[config.mk]
export PLATFORM = sky130hd
export DESIGN_NAME = mash11_duty_truncator
export DESIGN_NICKNAME = d
export VERILOG_FILES = /design/src/rtl/mash11_duty_truncator.sv
export SDC_FILE = /design/constraint.sdc
export NUM_CORES = 1
export LEC_CHECK = 0
export ABC_AREA = 1
export BUFFER_PORTS_ARGS = -buffer_cell sky130_fd_sc_hd__buf_2
export CORE_UTILIZATION = 59
export DETAILED_ROUTE_END_ITERATION = 8
export PLACE_DENSITY_LB_ADDON = 0.12
export SKIP_LAST_GASP = 1
export SYNTH_ARGS = -nofsm -noshare
export SYNTH_HDL_FRONTEND = slang
export SYNTH_SLANG_ARGS = --single-unit
[constraint.sdc]
create_clock -name clk -period 5.57 [get_ports clk]
set_input_delay 0.8355 -clock clk [delete_from_list [all_inputs] [get_ports clk]]
set_output_delay 0.8355 -clock clk [all_outputs]
set_load 0.01 [all_outputs]
[src/rtl/mash11_duty_truncator.sv]
module mash11_duty_truncator #(
  parameter int IN_W    = 11,
  parameter int S1_KEEP = 7,
  parameter int S2_KEEP = 5,
  parameter int OUT_W   = IN_W - S2_KEEP
) (
  input  logic             clk,
  input  logic             rst_n,
  input  logic             upd,
  input  logic [IN_W-1:0]  duty_in,
  output logic [OUT_W-1:0] duty_out,
  output logic             duty_vld
);
  localparam int S1_W = IN_W + 1;
  localparam int C1_W = S1_W - S1_KEEP;
  localparam int S2_W = S1_KEEP + 1;
  localparam int C2_W = S2_W - S2_KEEP;
  localparam int GAP  = S1_KEEP - S2_KEEP;
  localparam int V_W  = OUT_W + 3;
  localparam int OMAX = (1 << OUT_W) - 1;

  logic [S1_KEEP-1:0] rem1_q;
  logic [S2_KEEP-1:0] rem2_q;
  logic [C2_W-1:0]    c2_q;

  wire [S1_W-1:0]    sum1   = {1'b0, duty_in} + S1_W'(rem1_q);
  wire [C1_W-1:0]    c1     = sum1[S1_W-1:S1_KEEP];
  wire [S1_KEEP-1:0] rem1_d = sum1[S1_KEEP-1:0];
  wire [S2_W-1:0]    sum2   = {1'b0, rem1_d} + S2_W'(rem2_q);
  wire [C2_W-1:0]    c2     = sum2[S2_W-1:S2_KEEP];
  wire [S2_KEEP-1:0] rem2_d = sum2[S2_KEEP-1:0];

  wire signed [V_W-1:0] mix =
    $signed((V_W'(c1) << GAP) + V_W'(c2) - V_W'(c2_q));

  logic [OUT_W-1:0] clamped;
  always_comb begin
    if (mix < 0)
      clamped = '0;
    else if (mix > $signed(V_W'(OMAX)))
      clamped = OUT_W'(OMAX);
    else
      clamped = mix[OUT_W-1:0];
  end

  always_ff @(posedge clk) begin
    if (!rst_n) begin
      rem1_q   <= '0;
      rem2_q   <= '0;
      c2_q     <= '0;
      duty_out <= '0;
      duty_vld <= 1'b0;
    end else begin
      duty_vld <= upd;
      if (upd) begin
        rem1_q   <= rem1_d;
        rem2_q   <= rem2_d;
        c2_q     <= c2;
        duty_out <= clamped;
      end
    end
  end

  assert_vld_follows_R7: assert property (@(posedge clk) disable iff (!rst_n)
    upd |=> duty_vld);
  assert_vld_single_R7: assert property (@(posedge clk) disable iff (!rst_n)
    !upd |=> !duty_vld);
  assert_hold_out_R6: assert property (@(posedge clk) disable iff (!rst_n)
    !upd |=> $stable(duty_out));
  assert_hold_state_R6: assert property (@(posedge clk) disable iff (!rst_n)
    !upd |=> ($stable(rem1_q) && $stable(rem2_q) && $stable(c2_q)));
  assert_c2_bound_R3: assert property (@(posedge clk) disable iff (!rst_n)
    c2_q <= C2_W'(1 << GAP));
endmodule

==> flow_summary.yaml <==
route:
  first_pass_iters: 4
  route.vias.total: 1667
  routed_wl_um: 3700
  first_iter_violations: 89
  drcViolationCount: 0
  avgViaCountPerCell: 5.04
  wl_per_cell_um: 11.2
  route.antenna.remaining_nets: 0
die:
  dieWidth_um: 59.4
  fp.coreArea_um2: 3100
  die-area_um2: 3530
  die_h_um: 59.4
  rows: 20
  initial_utilization_pct: 62.7
  ios: 21
final_layout:
  final_common_cell: "nand2_1"
  diodes: 0
  final_cell_mix: "58 x nand2_1, 38 x inv_1, 25 x nor2_1"
  final_nets: 329
  syn_to_final_growth_pct: 8.16
  drive_gt1_share_pct: 19.5
timing:
  hold_viol: 0
  whs_ps: 479
  skew_ps: 2.17
  tightest_slew_ps: 486
  min_period_ps: 4400
  rsz0062_at_grt: "false"
  maxSlewViolCount: 0
  period_share_pct: 78.9
  clock.fmax_mhz: 227
  setup_viol: 0
  tns_ps: 0
  slew_headroom_pct: 67.4
clock_network:
  cts.sinks: 22
  ctsResizeCount: 0
  clock_path_buffers: 2
  clkTransAtPathRegs_ps: 110
  cts.root.buffer_cell: "clkbuf_4"
  cts-hold-fix-buffers: 0
  insertion_delay_ps: 310
  htreeDepth: 1
  cts_made_buffers: 3
  post-cts-setup-buffers: 0
  cts_tree: "done"
synthesis:
  synth_top_area_share_pct: 22.6
  synth_area_leader_cell: "dfxtp_1"
  synth-edff-count: 0
  synth-seq-cells: 22
  syn-num-nets: 309
  synth.yosys.warnings: 0
  async_reset_ff_share_pct: 0
  synth_area_leaders: "dfxtp_1 23%, ha_1 14%, nand2_1 11%"
  ys.flop_type: "dfxtp_1"
  synth.distinct_cells: 32
  netlist_area_um2: 1950
  syn_area_per_cell_um2: 7.24
  yosysSeqAreaShare_pct: 22.6
  synthCells: 269
min_path:
  min_path_type: "flip-flop to flip-flop"
  min_from: "duty_out[1]"
setup_path:
  max_stage_delay_ps: 530
  crit_type: "input port to flip-flop"
  slowest_stage: "fa_1"
  endpoint_kind: "flip-flop"
  cp.required_ps: 5820
  crit_start: "duty_in[0]"
  cp_max_fo: 6
  crit_top_cell: "nand2_1"
  worstPathArrival_ps: 4650
  start_kind: "input port"
  regToRegStartpoint: "rem1_q[0]"
  crit_chain: "buf_2 -> ha_1 -> fa_1 -> nand3_1 -> nand2_1 -> xor2_1 -> ha_1 -> nand2_1 -> inv_1 -> nand2_1 -> nand2_1 -> a31oi_1 -> inv_1 -> nand3_1 -> fa_1 -> inv_1 -> fa_1 -> nand2_1 -> inv_1 -> nor2_1 -> nand3_2 -> nand4_1 -> nand2_1 -> a21oi_2"
placed_design:
  routabilityCongestion: 0.946
  port-buffer-count: 20
  dpl.hpwl_um: 2910
grt:
  grtUsageMet3_pct: 1.97
  grt-busiest-layer: "met2"
  grt_pass1_vias: 1455
  use_met1_pct: 34.5
  antenna_found_initial: 0
  grtUsageMet2_pct: 35.2
  grt_pass1_wl_um: 6230
  overflow: 0
  grt_start_max_net_pins: 23
  grt.total_usage_pct: 23.3
flow_run:
  max_cap_viol_count: 0
power_and_ir_drop:
  leakage_nw: 1.16
  p_per_area_nw_per_um2: 292
  irDropWorstVdd_mv: 0.183
outcome:
  status: "finished clean"
[state kept, by name (all words and copies together) (netlist names)]
signal / count
c2_q: 3
duty_out: 6
duty_vld: 1
rem2_q: 5
rem1_q: 7
[cells by family after synthesis]
kind of cell | share of synthesized area [%]
flip-flops | 22.6
adder cells (fa/ha/maj) | 18.3
buffers and inverters | 8.87
AND/OR/NAND/NOR | 31.9
XOR/XNOR | 6.68
AO/OA/AOI/OAI | 11.7
[path summary, 6_finish.rpt]
| path | to | slack [ps] | depth (start not counted) |
|---|---|---|---|
| setup / recovery | duty_out[2] | 1170 | 24 |
| hold reg to reg | duty_out[1] | 480 | 2 |
| hold / removal | duty_out[1] | 480 | 2 |
| setup reg to reg | duty_out[2] | 1490 | 23 |
[worst max-delay path, delay by kind of cell]
kind	cells	cell delay, ps
buf+inv	5	380
compound gates	2	160
simple gates	11	1050
xor+xnor	1	170
fa+ha+maj	5	2030
[synth_stat cells (2+ instances only)]
| master | n |
|---|---|
| nand4_1 | 7 |
| o211ai_1 | 2 |
| xor2_1 | 7 |
| nand3_2 | 4 |
| fa_1 | 4 |
| a21oi_1 | 9 |
| nand2_2 | 11 |
| o21ai_0 | 12 |
| nand2_1 | 58 |
| buf_1 | 2 |
| ha_1 | 22 |
| a21o_1 | 2 |
| a21oi_2 | 8 |
| nand3_1 | 13 |
| dfxtp_1 | 22 |
| inv_2 | 2 |
| xnor2_1 | 6 |
| inv_1 | 38 |
| nor2_1 | 25 |
| clkbuf_1 | 3 |
[per-stage QoR]
stage	total power, mW	utilization, %	cell area, um^2	setup WS, ps	std cells
after floorplan	0.475	-	1950	1360	269
after global placement	0.536	67.1	2080	933	328
after detailed placement	0.539	67.1	2080	927	328
after CTS	0.619	67.9	2110	1220	331
after global routing	0.679	67.9	2110	893	331
final	0.614	67.9	2110	1170	331
[cell type report]
type | instances | area, um^2
clock buffer | 3 | 22.5
fill | 304 | 997
inverter | 41 | 154
multi-input combinational | 201 | 1330
sequential | 22 | 440
tap | 44 | 55.1
timing repair buffer | 20 | 100
[metal layers]
metal / up-vias / wire length (um)
met5: - / 0
met4: 0 / 51
met3: 5 / 119
met2: 34 / 1540
met1: 728 / 1980
li1: 900 / -
[power by group]
group / internal, mW / switching [mW] / leakage [nW]
clock: 0.0253 / 0.0467 / 0.0138
combinational: 0.143 / 0.208 / 0.959
sequential: 0.178 / 0.0126 / 0.183
total: 0.346 / 0.268 / 1.16
Note: power is estimated with default switching activity, not from simulation.
